**src/rtl/rsb_pkg.sv**
```systemverilog
// Package: shared sizes and the decimal-weight helper for the converter.
// Assumes NUM_DIG small enough that 10**(NUM_DIG-1) fits in 32 bits.
package rsb_pkg;
    localparam int VAL_W   = 16;  // binary input width
    localparam int DIG_W   = 4;   // width of one BCD digit
    localparam int NUM_DIG = 4;   // digits produced

    // Returns 10 raised to the given exponent.
    function automatic int pow10(input int e);
        int r;
        r = 1;
        for (int k = 0; k < e; k++) r = r * 10;
        return r;
    endfunction
endpackage

```
**src/rtl/rsb_trial.sv**
```systemverilog
// Trial subtractor: subtracts the decimal weight of the current stage from
// the remainder and flags a borrow. Purely combinational.
// Assumes stage < NUM_DIG-1 (the units digit has no stage of its own).
module rsb_trial #(
    parameter int VAL_W   = rsb_pkg::VAL_W,
    parameter int NUM_DIG = rsb_pkg::NUM_DIG,
    localparam int STG_W  = $clog2(NUM_DIG)
) (
    input  logic [VAL_W-1:0] rem,
    input  logic [STG_W-1:0] stage,
    output logic [VAL_W-1:0] diff,
    output logic             borrow
);
    logic [VAL_W-1:0] weight [NUM_DIG-1];

    // One constant weight per stage, largest first.
    for (genvar g = 0; g < NUM_DIG - 1; g++) begin : g_weight
        assign weight[g] = VAL_W'(rsb_pkg::pow10(NUM_DIG - 1 - g));
    end

    // Widened subtraction; the top bit is the borrow.
    always_comb begin
        {borrow, diff} = {1'b0, rem} - {1'b0, weight[stage]};
    end
endmodule

```
**src/rtl/rsb_seq.sv**
```systemverilog
// Stage sequencer: accepts a start when idle, then walks the stages. It moves
// on each time the trial borrows, and raises a one-cycle done after the last stage.
// Assumes borrow is the output of the trial subtractor for the current stage.
module rsb_seq #(
    parameter int NUM_DIG = rsb_pkg::NUM_DIG,
    localparam int STG_W  = $clog2(NUM_DIG)
) (
    input  logic             clk,
    input  logic             rst_n,
    input  logic             start,
    input  logic             borrow,
    output logic             accept,
    output logic             busy,
    output logic             done,
    output logic             last_stage,
    output logic [STG_W-1:0] stage
);
    localparam logic [STG_W-1:0] LAST = STG_W'(NUM_DIG - 2);

    assign accept     = start && !busy;
    assign last_stage = (stage == LAST);

    // Sequencing of busy, stage and done.
    always_ff @(posedge clk) begin
        if (!rst_n) begin
            busy  <= 1'b0;
            done  <= 1'b0;
            stage <= '0;
        end else begin
            done <= 1'b0;
            if (accept) begin
                busy  <= 1'b1;
                stage <= '0;
            end else if (busy && borrow) begin
                if (last_stage) begin
                    busy <= 1'b0;
                    done <= 1'b1;
                end else begin
                    stage <= stage + 1'b1;
                end
            end
        end
    end

    // Done is a single-cycle pulse.
    assert_done_pulse_R7: assert property (@(posedge clk) disable iff (!rst_n)
        done |=> !done);
    // Busy falls on the edge where done rises.
    assert_busy_done_R7: assert property (@(posedge clk) disable iff (!rst_n)
        $rose(done) |-> $fell(busy));
    // A start while busy does not restart the stages.
    assert_start_ignored_R8: assert property (@(posedge clk) disable iff (!rst_n)
        (busy && start && !borrow) |=> $stable(stage));
    // An accepted start sets busy on the next cycle.
    assert_accept_busy_R2: assert property (@(posedge clk) disable iff (!rst_n)
        accept |=> (busy && stage == '0));
    // The stage index never goes past the last subtracting stage.
    always_comb begin
        if (rst_n) assert_stage_range_R6: assert (stage <= LAST);
    end
endmodule

```
**src/rtl/rsb_digits.sv**
```systemverilog
// Digit datapath: holds the remainder and the running count. It stores each
// count as a digit when its stage ends, and the final remainder as the units digit.
// Assumes the loaded value is at most 10**NUM_DIG - 1.
module rsb_digits #(
    parameter int VAL_W   = rsb_pkg::VAL_W,
    parameter int DIG_W   = rsb_pkg::DIG_W,
    parameter int NUM_DIG = rsb_pkg::NUM_DIG,
    localparam int STG_W  = $clog2(NUM_DIG)
) (
    input  logic                     clk,
    input  logic                     rst_n,
    input  logic                     accept,
    input  logic                     busy,
    input  logic                     borrow,
    input  logic                     last_stage,
    input  logic [STG_W-1:0]         stage,
    input  logic [VAL_W-1:0]         value,
    input  logic [VAL_W-1:0]         diff,
    output logic [VAL_W-1:0]         rem,
    output logic [NUM_DIG*DIG_W-1:0] bcd
);
    logic [DIG_W-1:0] cnt;
    logic [DIG_W-1:0] dig [NUM_DIG];

    // Remainder and count: load on accept, commit on a trial with no borrow, clear count at stage end.
    always_ff @(posedge clk) begin
        if (!rst_n) begin
            rem <= '0;
            cnt <= '0;
        end else if (accept) begin
            rem <= value;
            cnt <= '0;
        end else if (busy) begin
            if (!borrow) begin
                rem <= diff;
                cnt <= cnt + 1'b1;
            end else begin
                cnt <= '0;
            end
        end
    end

    // Digit registers: a stage digit is written when its stage ends.
    for (genvar g = 0; g < NUM_DIG; g++) begin : g_dig
        always_ff @(posedge clk) begin
            if (!rst_n) begin
                dig[g] <= '0;
            end else if (busy && borrow) begin
                if (g < NUM_DIG - 1) begin
                    if (stage == STG_W'(g)) dig[g] <= cnt;
                end else if (last_stage) begin
                    dig[g] <= rem[DIG_W-1:0];
                end
            end
        end
        assign bcd[(NUM_DIG-1-g)*DIG_W +: DIG_W] = dig[g];
    end

    // A stage count stays a decimal digit.
    assert_count_decimal_R10: assert property (@(posedge clk) disable iff (!rst_n)
        busy |-> (cnt <= DIG_W'(9)));
    // When the units stage closes, the remainder is a single digit.
    assert_units_fit_R5: assert property (@(posedge clk) disable iff (!rst_n)
        (busy && borrow && last_stage) |-> (rem < VAL_W'(10)));
    // Digits do not move while idle.
    assert_hold_idle_R9: assert property (@(posedge clk) disable iff (!rst_n)
        (!busy && !accept) |=> $stable(bcd));
endmodule

```
**src/rtl/rsb_bcd_conv.sv**
```systemverilog
// Top: repeated-subtraction binary-to-BCD converter. A stage sequencer drives a
// trial subtractor and a digit datapath, one trial subtraction per clock.
// Assumes value <= 9999 for the default four digits.
module rsb_bcd_conv #(
    parameter int VAL_W   = rsb_pkg::VAL_W,
    parameter int DIG_W   = rsb_pkg::DIG_W,
    parameter int NUM_DIG = rsb_pkg::NUM_DIG,
    localparam int STG_W  = $clog2(NUM_DIG)
) (
    input  logic                     clk,
    input  logic                     rst_n,
    input  logic                     start,
    input  logic [VAL_W-1:0]         value,
    output logic                     busy,
    output logic                     done,
    output logic [NUM_DIG*DIG_W-1:0] bcd
);
    logic             accept;
    logic             borrow;
    logic             last_stage;
    logic [STG_W-1:0] stage;
    logic [VAL_W-1:0] rem;
    logic [VAL_W-1:0] diff;

    rsb_seq #(.NUM_DIG(NUM_DIG)) i_seq (
        .clk(clk), .rst_n(rst_n), .start(start), .borrow(borrow),
        .accept(accept), .busy(busy), .done(done),
        .last_stage(last_stage), .stage(stage)
    );

    rsb_trial #(.VAL_W(VAL_W), .NUM_DIG(NUM_DIG)) i_trial (
        .rem(rem), .stage(stage), .diff(diff), .borrow(borrow)
    );

    rsb_digits #(.VAL_W(VAL_W), .DIG_W(DIG_W), .NUM_DIG(NUM_DIG)) i_digits (
        .clk(clk), .rst_n(rst_n), .accept(accept), .busy(busy),
        .borrow(borrow), .last_stage(last_stage), .stage(stage),
        .value(value), .diff(diff), .rem(rem), .bcd(bcd)
    );

    // Reset leaves the outputs cleared.
    assert_reset_state_R1: assert property (@(posedge clk)
        !rst_n |=> (!busy && !done && bcd == '0));
endmodule

```
**config.mk**
```make
export PLATFORM = sky130hd
export DESIGN_NAME = rsb_bcd_conv
export DESIGN_NICKNAME = d
export VERILOG_FILES = /design/src/rtl/rsb_pkg.sv /design/src/rtl/rsb_trial.sv /design/src/rtl/rsb_seq.sv /design/src/rtl/rsb_digits.sv /design/src/rtl/rsb_bcd_conv.sv
export SDC_FILE = /design/constraint.sdc
export NUM_CORES = 1
export LEC_CHECK = 0
export ABC_CLOCK_PERIOD_IN_PS = 7600
export BUFFER_PORTS_ARGS = -buffer_cell sky130_fd_sc_hd__buf_2
export CORE_MARGIN = 4
export CORE_UTILIZATION = 55
export DETAILED_ROUTE_END_ITERATION = 8
export HOLD_SLACK_MARGIN = 0.12
export PLACE_DENSITY_LB_ADDON = 0.12
export SLEW_MARGIN = 30
export SYNTH_ARGS = -nofsm -noshare
export SYNTH_HDL_FRONTEND = slang
export SYNTH_HIERARCHICAL = 1
export SYNTH_SLANG_ARGS = --single-unit
```
**constraint.sdc**
```tcl
create_clock -name clk -period 7.6 [get_ports clk]
set_input_delay 0.76 -clock clk [delete_from_list [all_inputs] [get_ports clk]]
set_output_delay 0.76 -clock clk [all_outputs]
set_load 0.1 [all_outputs]
```
==> results of run 1 <==
how the worst max path moves through the flow:
stage / from / endpoint / slack, ns
6_report: i_seq/stage[0]$_SDFFE_PP0P_ / i_digits/dig[1][1]$_SDFFCE_PN0P_ / 4.11
4_1_cts: i_seq/stage[1]$_SDFFE_PP0P_ / i_digits/dig[0][0]$_SDFFCE_PN0P_ / 4.08
2_1_floorplan: i_seq/stage[0]$_SDFFE_PP0P_ / i_digits/dig[0][0]$_SDFFCE_PN0P_ / 3.83
3_3_place_gp: i_seq/stage[0]$_SDFFE_PP0P_ / i_digits/dig[0][0]$_SDFFCE_PN0P_ / 4.24
5_1_grt: i_seq/stage[1]$_SDFFE_PP0P_ / i_digits/dig[0][0]$_SDFFCE_PN0P_ / 3.85
3_5_place_dp: i_seq/stage[1]$_SDFFE_PP0P_ / i_digits/dig[0][0]$_SDFFCE_PN0P_ / 4.11
state kept, by name, summed over array words and instances (netlist names):
signal	count
i_digits/dig	16
i_seq/busy	1
i_digits/rem	16
i_seq/stage	2
i_digits/cnt	4
i_seq/done	1
routing by layer:
layer / GRT usage [%] / vias up
met5: 0 / -
met4: 5.34 / 0
met3: 4.01 / 4
met2: 28.0 / 44
met1: 21.3 / 852
li1: - / 974
power breakdown:
part	leakage (uW)	total (uW)	internal, uW	switching, uW
sequential	0.000363	264	243	20.6
combinational	0.000821	212	88.6	124
clock	0.0000552	167	97.4	69.4
total	0.00124	643	429	214
cell type report:
class,instances,area (um2),share of cell area [%]
Clock buffer,6,72.6,2.66
Clock inverter,2,35.0,1.28
Inverter,10,37.5,1.37
Multi-Input combinational cell,183,1340,49.2
Sequential cell,40,961,35.2
Tap cell,52,65.1,2.38
Timing Repair Buffer,38,215,7.88
cell families after synthesis:
group / count (synthesis) / synth area share [%]
AND/OR/NAND/NOR: 83 / 19.4
AO/OA/AOI/OAI: 60 / 18.1
flip-flops: 40 / 39.0
buffers and inverters: 25 / 6.75
multiplexers: 17 / 6.91
XOR/XNOR: 12 / 4.27
adder cells (fa/ha/maj): 11 / 5.59
critical path: stages, from the launching register on:
cell	delay, ns
sky130_fd_sc_hd__dfxtp_1	0.41
sky130_fd_sc_hd__or2_2	0.37
sky130_fd_sc_hd__ha_1	0.35
sky130_fd_sc_hd__a21oi_1	0.20
sky130_fd_sc_hd__inv_1	0.07
sky130_fd_sc_hd__o311a_2	0.46
sky130_fd_sc_hd__o21ai_0	0.15
sky130_fd_sc_hd__nor4b_1	0.24
sky130_fd_sc_hd__buf_4	0.21
sky130_fd_sc_hd__nand3_1	0.10
sky130_fd_sc_hd__o21ai_0	0.55
cell usage in the layout, fill, tap and decap left out, types with 11 or more instances in the layout:
| cell type | synthesis | layout |
|---|---|---|
| sky130_fd_sc_hd__o21ai_1 | 11 | 11 |
| sky130_fd_sc_hd__mux2i_1 | 17 | 17 |
| sky130_fd_sc_hd__buf_2 | 1 | 36 |
| sky130_fd_sc_hd__o311a_1 | 16 | 16 |
| sky130_fd_sc_hd__ha_1 | 11 | 11 |
| sky130_fd_sc_hd__and2_1 | 16 | 16 |
| sky130_fd_sc_hd__edfxtp_1 | 16 | 16 |
| sky130_fd_sc_hd__nand2_1 | 15 | 15 |
| sky130_fd_sc_hd__nor2_1 | 15 | 15 |
| sky130_fd_sc_hd__dfxtp_1 | 24 | 24 |
cells in the mapped netlist, drive strengths merged (2+ instances only):
| library cell | number |
|---|---|
| nor2b | 2 |
| and3 | 2 |
| nor2 | 15 |
| and2 | 16 |
| a211oi | 4 |
| or2 | 2 |
| xor2 | 3 |
| a21oi | 7 |
| o311a | 17 |
| dfxtp | 24 |
| buf | 8 |
| xnor2 | 9 |
| and3b | 2 |
| nand2 | 15 |
| edfxtp | 16 |
| nand2b | 7 |
| inv | 10 |
| o21ai | 21 |
| clkbuf | 7 |
| ha | 11 |
| nor4b | 2 |
| mux2i | 17 |
| a21o | 2 |
| or3 | 2 |
| nand3 | 6 |
| nor3 | 6 |
metrics by stage:
stage	hold slack (ns)	worst slack (ns)	power, uW	cells	area, um2
detailed placement	0.520	4.11	481	323	2620
finish	0.536	4.11	643	331	2730
global placement	0.520	4.24	476	322	2590
global route	0.574	3.85	685	331	2730
floorplan	0.477	3.83	454	248	2460
CTS	0.537	4.08	649	331	2730
==> summary by stage, run 1 <==
Pwr
The worst-case IR drop observed on VDD is 0.107 mV. In this run the power density over the cells is about 240 nW/um2. The leakage power is 0.00124 uW.

Synth
The predominant post-synthesis flop cell is sky130_fd_sc_hd__dfxtp_1. The share of the Yosys chip area taken by registers is 39.0%. The number of warnings issued by yosys is 6. The post-synthesis async set-or-reset flop share is 0%. The count of cell types in the netlist is 53.

Synthesis produced 248 cells. The total nets after synthesis is 278. Yosys attributes the largest share of cell area to sky130_fd_sc_hd__dfxtp_1 (20%), sky130_fd_sc_hd__edfxtp_1 (20%), sky130_fd_sc_hd__mux2i_1 (6.9%). The register bit total from synthesis is 40. The synthesized netlist occupies a cell area of about 2500 um2.

The synthesized design contains 16 enable-type register cells. The synthesized area per cell is just under 10 um2. In this run the biggest area consumer among cell types represents 19.5% of the synthesized area. The biggest area contributor in the post-synthesis netlist is sky130_fd_sc_hd__dfxtp_1.

Clock tree
After clock tree synthesis, the clock-pin slew on the worst setup and hold paths is around 0.080 ns. The later pin in the worst-skew pair is clocked with a latency of 0.28 ns. Post-CTS timing repair inserted 0 buffers for setup. The number of clock buffers inserted by TritonCTS is 5. Once the clock tree was built, the resizer swapped 0 gates to a different size. The number of hold buffers added after CTS was 0.

In this run the number of H-tree levels came out at 2. CTS placed an instance of sky130_fd_sc_hd__clkbuf_8 at the clock tree root. In this run the deepest clock path goes through 2 buffers. The TritonCTS sink count is 40.

TritonCTS built the clock tree.

Placement
The routability congestion estimate from global placement is 0.769. The final HPWL from detailed placement is 3210 um. The number of port buffers is 36.

Setup path
Along the worst path, the maximum fanout reaches 10. The reg-to-reg setup timing slack is 4.11 ns. The sort of element at the end of the critical path is a register.

By startpoint and endpoint, the worst setup path is classified as reg -> reg. The launching point of the worst reg2reg path is i_seq/stage[0]$_SDFFE_PP0P_. The worst reg2reg path endpoint is i_digits/dig[1][1]$_SDFFCE_PN0P_.

The worst setup path is launched from a register. The worst register-to-register path has a depth of 10. The data required time of the worst path is 7.52 ns. The data arrival time of the critical path is approximately 3.4 ns.

STA
The final-report max-slew violation count is 0. For the pin with the worst max-slew slack, the measured transition is between 0.7 and 0.8 ns. Subtracting the final worst setup slack from the clock period gives approximately 3.5 ns.

The relative max-transition margin is slightly below 50%. For this run, the top clock speed supported by timing is around 290 MHz. Setup violations remaining at the end of the flow were counted as 0. Setup repair after global routing left no endpoint under its margin. Across the routed clock network, the largest skew measured is 0.00532 ns. After routing, the total negative slack on setup checks comes to 0 ns. The final period utilization is 45.9%.

The final hold violation count is 0.

Cells and area
At the end of the flow, the number of nets in the layout was between 300 and 400. The filler cells instantiated in the layout total 369. Measured on the finished design, the core utilization comes to 62.7%. The number of antenna diodes in the final layout is 0. Cells with a size suffix above 1 make up 20.8% of the layout. The area growth from synthesis to layout is 10.8%.

Global routing
The via count of the first global-routing pass is between 1500 and 2000. The remaining global-route overflow is 0. The number of antenna violations at the first check in global routing is 0.

Global routing consumed, over all layers together, 16.8% of the routing resources. The first global-routing pass estimated about 7300 um of wire. Entering global routing, the biggest net connects 36 pins.

Flow run
The number of maximum-capacitance violations is 0.

Floorplanning
From left edge to right edge, the die measures 74.9 um. During I/O placement, the number of pins put on the boundary was 37. The starting utilization of the core area is between 50% and 60%. The die covers 5610 um2. The core region is ~4400 um2.

The floorplan has 24 rows. The die outline height is 74.9 um.

Min path
The path category of the worst min-delay check is reg -> reg. The capture endpoint of the worst hold path is i_digits/cnt[2]$_SDFFE_PP0P_. The cell depth of the worst hold path is 2. In this run the most critical hold path is launched from i_digits/cnt[2]$_SDFFE_PP0P_.

Routing
After detailed routing, the number of remaining DRC violations is 0. For this block, wires on met1 add up to 2040 um. The post-route antenna net violation count is 0. After detailed routing, the average wire length per cell comes to 13.3 um. In this run, the number of DRC markers left after iteration 0 of detailed routing was 72. After detailed routing, the met2 layer carries 2110 um of wire.

The length of routed met3 wiring is 207 um. The first detailed-routing pass ran for 4 iterations. The highest metal layer carrying signal wires in the routed design is met4.

Using the TritonRoute via totals, the vias-per-cell ratio works out to 5.66. For this block, the via count after detailed routing is approximately 1900. The final layout contains routed wiring with a total length of 4390 um.

Status
The flow ran to the end, and the final reports show no timing, DRC or antenna violations.
Power figures use the tool's default switching activity.
==> run 2, diff against run 1 <==
--- a/config.mk
+++ b/config.mk
@@ -5,10 +5,10 @@
 export SDC_FILE = /design/constraint.sdc
 export NUM_CORES = 1
 export LEC_CHECK = 0
-export ABC_CLOCK_PERIOD_IN_PS = 7600
+export ABC_CLOCK_PERIOD_IN_PS = 3200
 export BUFFER_PORTS_ARGS = -buffer_cell sky130_fd_sc_hd__buf_2
 export CORE_MARGIN = 4
-export CORE_UTILIZATION = 55
+export CORE_UTILIZATION = 51
 export DETAILED_ROUTE_END_ITERATION = 8
 export HOLD_SLACK_MARGIN = 0.12
 export PLACE_DENSITY_LB_ADDON = 0.12
==> constraint.sdc (replaced) <==
create_clock -name clk -period 3.2 [get_ports clk]
set_input_delay 0.32 -clock clk [delete_from_list [all_inputs] [get_ports clk]]
set_output_delay 0.32 -clock clk [all_outputs]
set_load 0.1 [all_outputs]
==> summary by stage, run 2 (synthesis gave the netlist of run 1 again) <==
Floorplanning
The die outline area came to 6010 um2 (was 5610 um2). The die extent in x is 77.5 um (was 74.9 um). The die outline height is 77.5 um (was 74.9 um). The core box area was 4690 um2 (was 4350 um2). The number of placed I/O pins is 37 (unchanged).

The number of placement rows was 25 (was 24). The starting utilization of the core area is 52.5% (was 56.6%).

Cells and area
The synthesis-to-finish area growth was 13.1% (was 10.8%). The number of fill cells is 439 (was 369). The number of antenna repair diodes came to 0 (unchanged).

Largest regs: i_digits/dig x16, i_digits/rem x16, i_digits/cnt x4 (unchanged). The most frequent standard cell in the layout excluding fill and tap cells is sky130_fd_sc_hd__buf_2 (unchanged). The number of nets in the finished design is 313 (was 308). The post-route core utilization is 59.4% (was 62.7%). Leading cell types in the layout, fill and taps excluded: sky130_fd_sc_hd__buf_2 (36), sky130_fd_sc_hd__dfxtp_1 (24), sky130_fd_sc_hd__mux2i_1 (17) (unchanged). The proportion of layout cells with a drive suffix above 1 is 23.9% (was 20.8%).

Routing
The number of optimization iterations in the first detailed-route pass is 4 (unchanged). The routed wire length came to 4830 um (was 4390 um). The remaining design rule violation count is 0 (unchanged). The mean number of vias per cell is 5.74 (was 5.66). The post-route antenna net violation count is 0 (unchanged).

The DRC marker count from the first detailed-route iteration is 106 (was 72). The average routed wire per standard cell is 14.3 um (was 13.3 um). The number of vias after detailed routing came to 1939 (was 1874).

Min path
The start point of the worst min-delay path was start (was i_digits/cnt[2]$_SDFFE_PP0P_). The path category of the worst min-delay check is in -> reg (was reg -> reg). The cell depth of the worst hold path is 2 (unchanged). The capture endpoint of the worst hold path is i_seq/busy$_SDFFE_PN0P_ (was i_digits/cnt[2]$_SDFFE_PP0P_).

STA
The highest clock frequency the design can meet was 336 MHz (was 286 MHz). The final-report max-slew violation count is 0 (unchanged). The time the worst path needs with I/O delays and setup was 2.98 ns (was 3.49 ns). The setup total negative slack came to 0 ns (unchanged). RSZ-0062 raised after global routing: true (was false). The actual transition at the worst max-transition pin is 0.880 ns (was 0.761 ns). The final hold violation count is 0 (unchanged). The final worst clock skew is 0.00410 ns (was 0.00532 ns). The relative max-transition margin came to 41.1% (was 49.1%).

The final period utilization came to 93.0% (was 45.9%). The final count of negative-setup-slack endpoints was 0 (unchanged).

Global routing
The overall global routing resource usage was 15.7% (was 16.8%). The via count of the first global-routing pass was 1749 (was 1701). The remaining global-route overflow was 0 (unchanged).

The first-pass GRT wire length is 7780 um (was 7340 um). The number of antenna violations at the first check in global routing came to 0 (unchanged). The largest net degree at the start of global routing came to 51 (was 36).

Setup path
The path type of the worst setup path is reg -> reg (unchanged). The reg-to-reg setup timing slack was 0.22 ns (was 4.11 ns). The sort of element at the end of the critical path is a register (unchanged).

The startpoint class of the critical path is a register (unchanged). The data arrival time of the critical path is 2.93 ns (was 3.41 ns). The launching point of the worst reg2reg path is i_seq/stage[1]$_SDFFE_PP0P_ (was i_seq/stage[0]$_SDFFE_PP0P_).

The number of cells traversed by the worst register-to-register path is 9 (was 10). The worst reg2reg path endpoint is i_digits/dig[0][2]$_SDFFCE_PN0P_ (was i_digits/dig[1][1]$_SDFFCE_PN0P_). The data required time of the worst path was 3.15 ns (was 7.52 ns). The maximum fanout encountered on the critical timing path was 6 (was 10).

Clock tree
The clock insertion delay at the later pin of the skew report is 0.29 ns (was 0.28 ns). The clock slew seen by the registers of the worst setup and hold paths is 0.08 ns (about the same). The clock root buffer master was sky130_fd_sc_hd__clkbuf_8 (unchanged). The number of levels in the clock H-tree was 2 (unchanged). The CTS tree is built (unchanged). The TritonCTS sink count is 40 (unchanged). The number of clock buffers inserted by TritonCTS is 5 (unchanged). The buffer depth of the longest clock path is 2 (unchanged).

Placement
The final HPWL from detailed placement is 3220 um (was 3210 um). The number of port buffers is 36 (unchanged). The routability congestion estimate from global placement is 0.788 (was 0.769).

Pwr
The leakage power is 0.00127 uW (was 0.00124 uW). The power density relative to cell area is 562 nW/um2 (was 236 nW/um2). The worst voltage drop across the vdd grid is 0.293 mV (was 0.107 mV). The overall power consumption is 1560 uW (was 643 uW).

Flow run
The number of maximum-capacitance violations is 0 (unchanged).

Status
Outcome: finished, final reports clean (unchanged).
[run 2: final cells by class]
type                            count  area (um2)  share of cell area [%]
Multi-Input combinational cell    184        1380                    49.6
Sequential cell                    40         961                    34.5
Timing Repair Buffer               42         229                    8.22
Clock buffer                        6        72.6                    2.61
Tap cell                           54        67.6                    2.43
Inverter                           10        37.5                    1.35
Clock inverter                      2        35.0                    1.26
[run 2: worst max-delay path by stage]
stage                           startpoint                               end  slack, ns  depth (start not counted)
4_1_cts        i_seq/stage[1]$_SDFFE_PP0P_     i_digits/rem[15]$_SDFFE_PN0P_       0.11                         11
2_1_floorplan  i_seq/stage[0]$_SDFFE_PP0P_  i_digits/dig[0][0]$_SDFFCE_PN0P_       0.07                          9
3_5_place_dp   i_seq/stage[1]$_SDFFE_PP0P_     i_digits/rem[15]$_SDFFE_PN0P_       0.12                         11
5_1_grt        i_seq/stage[1]$_SDFFE_PP0P_  i_digits/dig[0][0]$_SDFFCE_PN0P_      0.009                          9
3_3_place_gp   i_seq/stage[1]$_SDFFE_PP0P_      i_digits/rem[8]$_SDFFE_PN0P_       0.20                         11
6_report       i_seq/stage[1]$_SDFFE_PP0P_  i_digits/dig[0][2]$_SDFFCE_PN0P_       0.22                          9
[run 2: repair_timing]
item | CTS | global route
hold buffers | 0 | 0
resized for setup | 0 | 5
setup buffers | 0 | 0
endpoints found under the setup margin | 0 | 45
[run 2: report_power, final]
part | switching (uW) | internal, uW | leakage (uW)
logic | 311 | 221 | 0.000855
registers | 51.5 | 577 | 0.000363
clock network | 172 | 231 | 0.0000552
total | 534 | 1030 | 0.00127
[run 2: per-layer routing]
| layer | GRT usage (%) | vias to the layer above | share of wire [%] |
|---|---|---|---|
| met5 | 0 | - | 0 |
| met4 | 6.76 | 0 | 1.5 |
| met3 | 2.55 | 7 | 3.8 |
| met2 | 25.8 | 41 | 46 |
| met1 | 20.4 | 903 | 49 |
| li1 | - | 988 | - |
[run 2: critical path, stage by stage (launching register included)]
cell and delay [ns]:
sky130_fd_sc_hd__dfxtp_1 0.37, sky130_fd_sc_hd__or2_2 0.33, sky130_fd_sc_hd__ha_1 0.33, sky130_fd_sc_hd__a21oi_2 0.17, sky130_fd_sc_hd__inv_1 0.06, sky130_fd_sc_hd__o311a_2 0.39, sky130_fd_sc_hd__o21ai_1 0.15, sky130_fd_sc_hd__nor4b_4 0.32
sky130_fd_sc_hd__nand2_1 0.15, sky130_fd_sc_hd__o31ai_2 0.36
[run 2: through the flow]
stage | std cells | instance area, um2 | setup WS [ns] | hold slack, ns
finish | 338 | 2790 | 0.223 | 0.274
global route | 338 | 2790 | 0.00887 | 0.289
CTS | 337 | 2760 | 0.106 | 0.267
detailed placement | 329 | 2660 | 0.117 | 0.519
global placement | 329 | 2660 | 0.195 | 0.519
floorplan | 248 | 2480 | 0.0652 | 0.458
==> run 3, diff against run 2 <==
--- a/config.mk
+++ b/config.mk
@@ -7,8 +7,11 @@
 export LEC_CHECK = 0
 export ABC_CLOCK_PERIOD_IN_PS = 3200
 export BUFFER_PORTS_ARGS = -buffer_cell sky130_fd_sc_hd__buf_2
+export CELL_PAD_IN_SITES_DETAIL_PLACEMENT = 0
+export CELL_PAD_IN_SITES_GLOBAL_PLACEMENT = 1
 export CORE_MARGIN = 4
-export CORE_UTILIZATION = 51
+export CORE_UTILIZATION = 40
+export CTS_CLUSTER_SIZE = 28
 export DETAILED_ROUTE_END_ITERATION = 8
 export HOLD_SLACK_MARGIN = 0.12
 export PLACE_DENSITY_LB_ADDON = 0.12
==> summary by stage, run 3 (synthesis gave the netlist of run 1 again) <==
Status
Outcome: finished, final reports clean (unchanged).

Min path
The cell depth of the worst hold path is 2 (unchanged). The start point of the worst min-delay path is start (unchanged). The path category of the worst min-delay check is in -> reg (unchanged). The capture endpoint of the worst hold path is i_seq/busy$_SDFFE_PN0P_ (unchanged).

Routing
The number of optimization iterations in the first detailed-route pass was 4 (unchanged). The top layer reached by signal wires is met4 (unchanged). The mean number of vias per cell is 5.26 (was 5.74). The post-route antenna net violation count is 0 (unchanged).

The length of routed met3 wiring is 240 um (was 185 um). The number of vias after detailed routing was 1893 (was 1939). The remaining design rule violation count came to 0 (unchanged). The total routed wire length on the met1 layer is 2590 um (was 2360 um). The average routed wire per standard cell came to 14.6 um (was 14.3 um). The routed wire length is 5250 um (was 4830 um).

The wire length on met2 is 2370 um (was 2210 um). The DRC marker count from the first detailed-route iteration is 63 (was 106).

Global routing
The remaining global-route overflow is 0 (unchanged). The first-pass GRT wire length is 8430 um (was 7780 um). The largest net degree at the start of global routing is 36 (was 51).

The via count of the first global-routing pass came to 1762 (was 1749). The overall global routing resource usage is 14.2% (was 15.7%). The number of antenna violations at the first check in global routing is 0 (unchanged).

Clock tree
The CTS tree is built (unchanged). The number of clock buffers inserted by TritonCTS is 5 (unchanged). The clock insertion delay at the later pin of the skew report is 0.29 ns (about the same). The TritonCTS sink count came to 40 (unchanged).

The count of hold-fix buffers inserted at cts is 0 (unchanged). The clock slew seen by the registers of the worst setup and hold paths came to 0.08 ns (about the same). The buffer depth of the longest clock path is 2 (unchanged). The number of levels in the clock H-tree is 2 (unchanged). The clock root buffer master is sky130_fd_sc_hd__clkbuf_8 (unchanged).

Setup path
The path type of the worst setup path is reg -> reg (unchanged). The startpoint class of the critical path is a register (unchanged). The number of cells traversed by the worst register-to-register path is 11 (was 9). The origin of the worst setup path is i_seq/stage[1]$_SDFFE_PP0P_ (unchanged). The sort of element at the end of the critical path is a register (unchanged). The cell class contributing the biggest share of worst-path delay is simple AND/OR/NAND/NOR gates (was compound AO/OA/AOI/OAI gates). The slowest cell on the critical path was sky130_fd_sc_hd__o311a_2 (unchanged). The data required time of the worst path is 3.20 ns (was 3.15 ns). The peak per-stage delay on the critical path is 0.40 ns (was 0.39 ns). The reg-to-reg setup timing slack is 0.20 ns (was 0.22 ns). Worst path cell trace: or2_2 > ha_1 > a21oi_1 > inv_1 > o311a_2 > o21ai_1 > nor4b_4 > buf_6 > and3b_1 > nand2_1 > nand2_1 (was or2_2 > ha_1 > a21oi_2 > inv_1 > o311a_2 > o21ai_1 > nor4b_4 > nand2_1 > o31ai_2). The buffering stage count on the worst path with inverters included is 2 (was 1). The data arrival time of the critical path came to 2.99 ns (was 2.93 ns). The launching point of the worst reg2reg path is i_seq/stage[1]$_SDFFE_PP0P_ (unchanged).

By instance count, the cell type seen most on the critical path is sky130_fd_sc_hd__nand2_1. The maximum fanout encountered on the critical timing path came to 7 (was 6). The worst reg2reg path endpoint is i_digits/dig[2][2]$_SDFFCE_PN0P_ (was i_digits/dig[0][2]$_SDFFCE_PN0P_).

Floorplanning
The die outline height is 86.5 um (was 77.5 um). The die extent in x was 86.5 um (was 77.5 um). The die outline area is 7480 um2 (was 6010 um2). The number of placement rows is 28 (was 25). The core box area came to 5960 um2 (was 4690 um2). The starting utilization of the core area is 41.4% (was 52.5%).

The number of placed I/O pins is 37 (unchanged).

Cells and area
The proportion of layout cells with a drive suffix above 1 is 23.5% (was 23.9%). The final cell count without fillers is 360 (was 338). The synthesis-to-finish area growth came to 16.3% (was 13.1%).

The most frequent standard cell in the layout excluding fill and tap cells is sky130_fd_sc_hd__buf_2 (unchanged). The number of antenna repair diodes is 0 (unchanged). Largest regs: i_digits/dig x16, i_digits/rem x16, i_digits/cnt x4 (unchanged). The number of fill cells is 596 (was 439). Leading cell types in the layout, fill and taps excluded: sky130_fd_sc_hd__buf_2 (36), sky130_fd_sc_hd__dfxtp_1 (24), sky130_fd_sc_hd__mux2i_1 (17) (unchanged). The number of nets in the finished design came to 314 (was 313).

Pwr
The worst voltage drop across the vdd grid is 0.282 mV (was 0.293 mV). The net switching fraction of the power is 33.0% (was 34.2%). The power density relative to cell area is 582 nW/um2 (was 562 nW/um2). The sequential fraction of design power is 37.6% (was 40.2%). The power share of the clock group is 29.7% (was 25.8%). The relative contribution of combinational cells to total power came to 32.7% (was 34.0%). The leakage power is 0.00130 uW (was 0.00127 uW). The internal power is 1120 uW (was 1030 uW). The net switching power figure came to 550 uW (was 534 uW).

Placement
The routability congestion estimate from global placement was 0.800 (was 0.788). The number of port buffers came to 36 (unchanged). The final HPWL from detailed placement is 3500 um (was 3220 um).

The post-placement cell count was 350 (was 329). The worst slack at placement is 0.0796 ns (was 0.117 ns).

STA
The relative max-transition margin is 57.0% (was 41.1%). The final worst clock skew was 0.00312 ns (was 0.00410 ns). The highest clock frequency the design can meet is 334 MHz (was 336 MHz).

The slack of the critical path is 0.202 ns (was 0.223 ns). The final count of negative-setup-slack endpoints is 0 (unchanged). The final-report max-slew violation count is 0 (unchanged). The final hold violation count is 0 (unchanged).

The final period utilization came to 93.7% (was 93.0%). The actual transition at the worst max-transition pin is 0.643 ns (was 0.880 ns). The time the worst path needs with I/O delays and setup was 3.00 ns (was 2.98 ns).

Flow run
The number of maximum-capacitance violations was 0 (unchanged).
run 3: cell types whose count changed in the layout (fill, tap and decap cells not counted):
cell	previous run	this run
sky130_fd_sc_hd__a21oi_1	5	6
sky130_fd_sc_hd__a21oi_2	2	1
sky130_fd_sc_hd__buf_12	0	1
sky130_fd_sc_hd__bufinv_16	1	2
sky130_fd_sc_hd__clkinv_2	1	0
sky130_fd_sc_hd__nand2_1	14	15
sky130_fd_sc_hd__nand2_2	1	0
sky130_fd_sc_hd__nor2b_2	1	0
sky130_fd_sc_hd__nor2b_4	2	3
sky130_fd_sc_hd__o31ai_2	1	0
sky130_fd_sc_hd__o31ai_4	0	1
run 3: what timing repair did:
action,in CTS,in global routing
buffers inserted,0,1
resized for setup,0,5
endpoints found under the setup margin,0,36
run 3: how the worst max path moves through the flow:
stage / to / slack, ns / cells after the start
6_report: i_digits/dig[2][2]$_SDFFCE_PN0P_ / 0.20 / 11
3_5_place_dp: i_digits/rem[6]$_SDFFE_PN0P_ / 0.08 / 11
3_3_place_gp: i_digits/rem[3]$_SDFFE_PN0P_ / 0.14 / 12
2_1_floorplan: i_digits/dig[0][0]$_SDFFCE_PN0P_ / 0.07 / 9
5_1_grt: i_digits/dig[0][3]$_SDFFCE_PN0P_ / -0.01 / 10
4_1_cts: i_digits/rem[6]$_SDFFE_PN0P_ / 0.07 / 11
run 3: worst register-to-register path: stages, from the launching register on:
cell,delay [ns]
sky130_fd_sc_hd__dfxtp_1,0.37
sky130_fd_sc_hd__or2_2,0.33
sky130_fd_sc_hd__ha_1,0.31
sky130_fd_sc_hd__a21oi_1,0.19
sky130_fd_sc_hd__inv_1,0.07
sky130_fd_sc_hd__o311a_2,0.40
sky130_fd_sc_hd__o21ai_1,0.14
sky130_fd_sc_hd__nor4b_4,0.32
sky130_fd_sc_hd__buf_6,0.19
sky130_fd_sc_hd__and3b_1,0.17
sky130_fd_sc_hd__nand2_1,0.05
sky130_fd_sc_hd__nand2_1,0.15
run 3: cell type report:
type                       instances  area [um2]  area share [%]
clock buffer                       6        72.6            2.53
multi-input combinational        184        1390            48.5
inverter                          10        37.5            1.31
sequential                        40         961            33.6
tap                               75        93.8            3.28
clock inverter                     2        60.1            2.10
timing repair buffer              43         249            8.69
run 3: power by group through the flow:
stage | logic [uW] | registers, uW | clock network, uW
CTS | 526 | 628 | 508
global route | 606 | 635 | 535
global placement | 522 | 639 | 0
floorplan | 386 | 702 | 0
detailed placement | 523 | 640 | 0
finish | 545 | 628 | 495
run 3: layer usage:
layer,up-vias,global-route usage (%)
li1,990,-
met1,866,19.5
met3,4,3.61
met2,33,21.8
met5,-,0
met4,0,4.67
run 3: metrics by stage:
step	hold slack [ns]	TNS (ns)	util [%]	instance area, um2	total power [uW]
2_1_floorplan	0.458	0	-	2480	1090
3_5_place_dp	0.521	0	45.2	2690	1160
5_1_grt	0.252	-0.0205	48.1	2860	1780
6_report	0.266	0	48.1	2860	1670
3_3_place_gp	0.514	0	45.2	2690	1160
4_1_cts	0.260	0	47.5	2830	1660
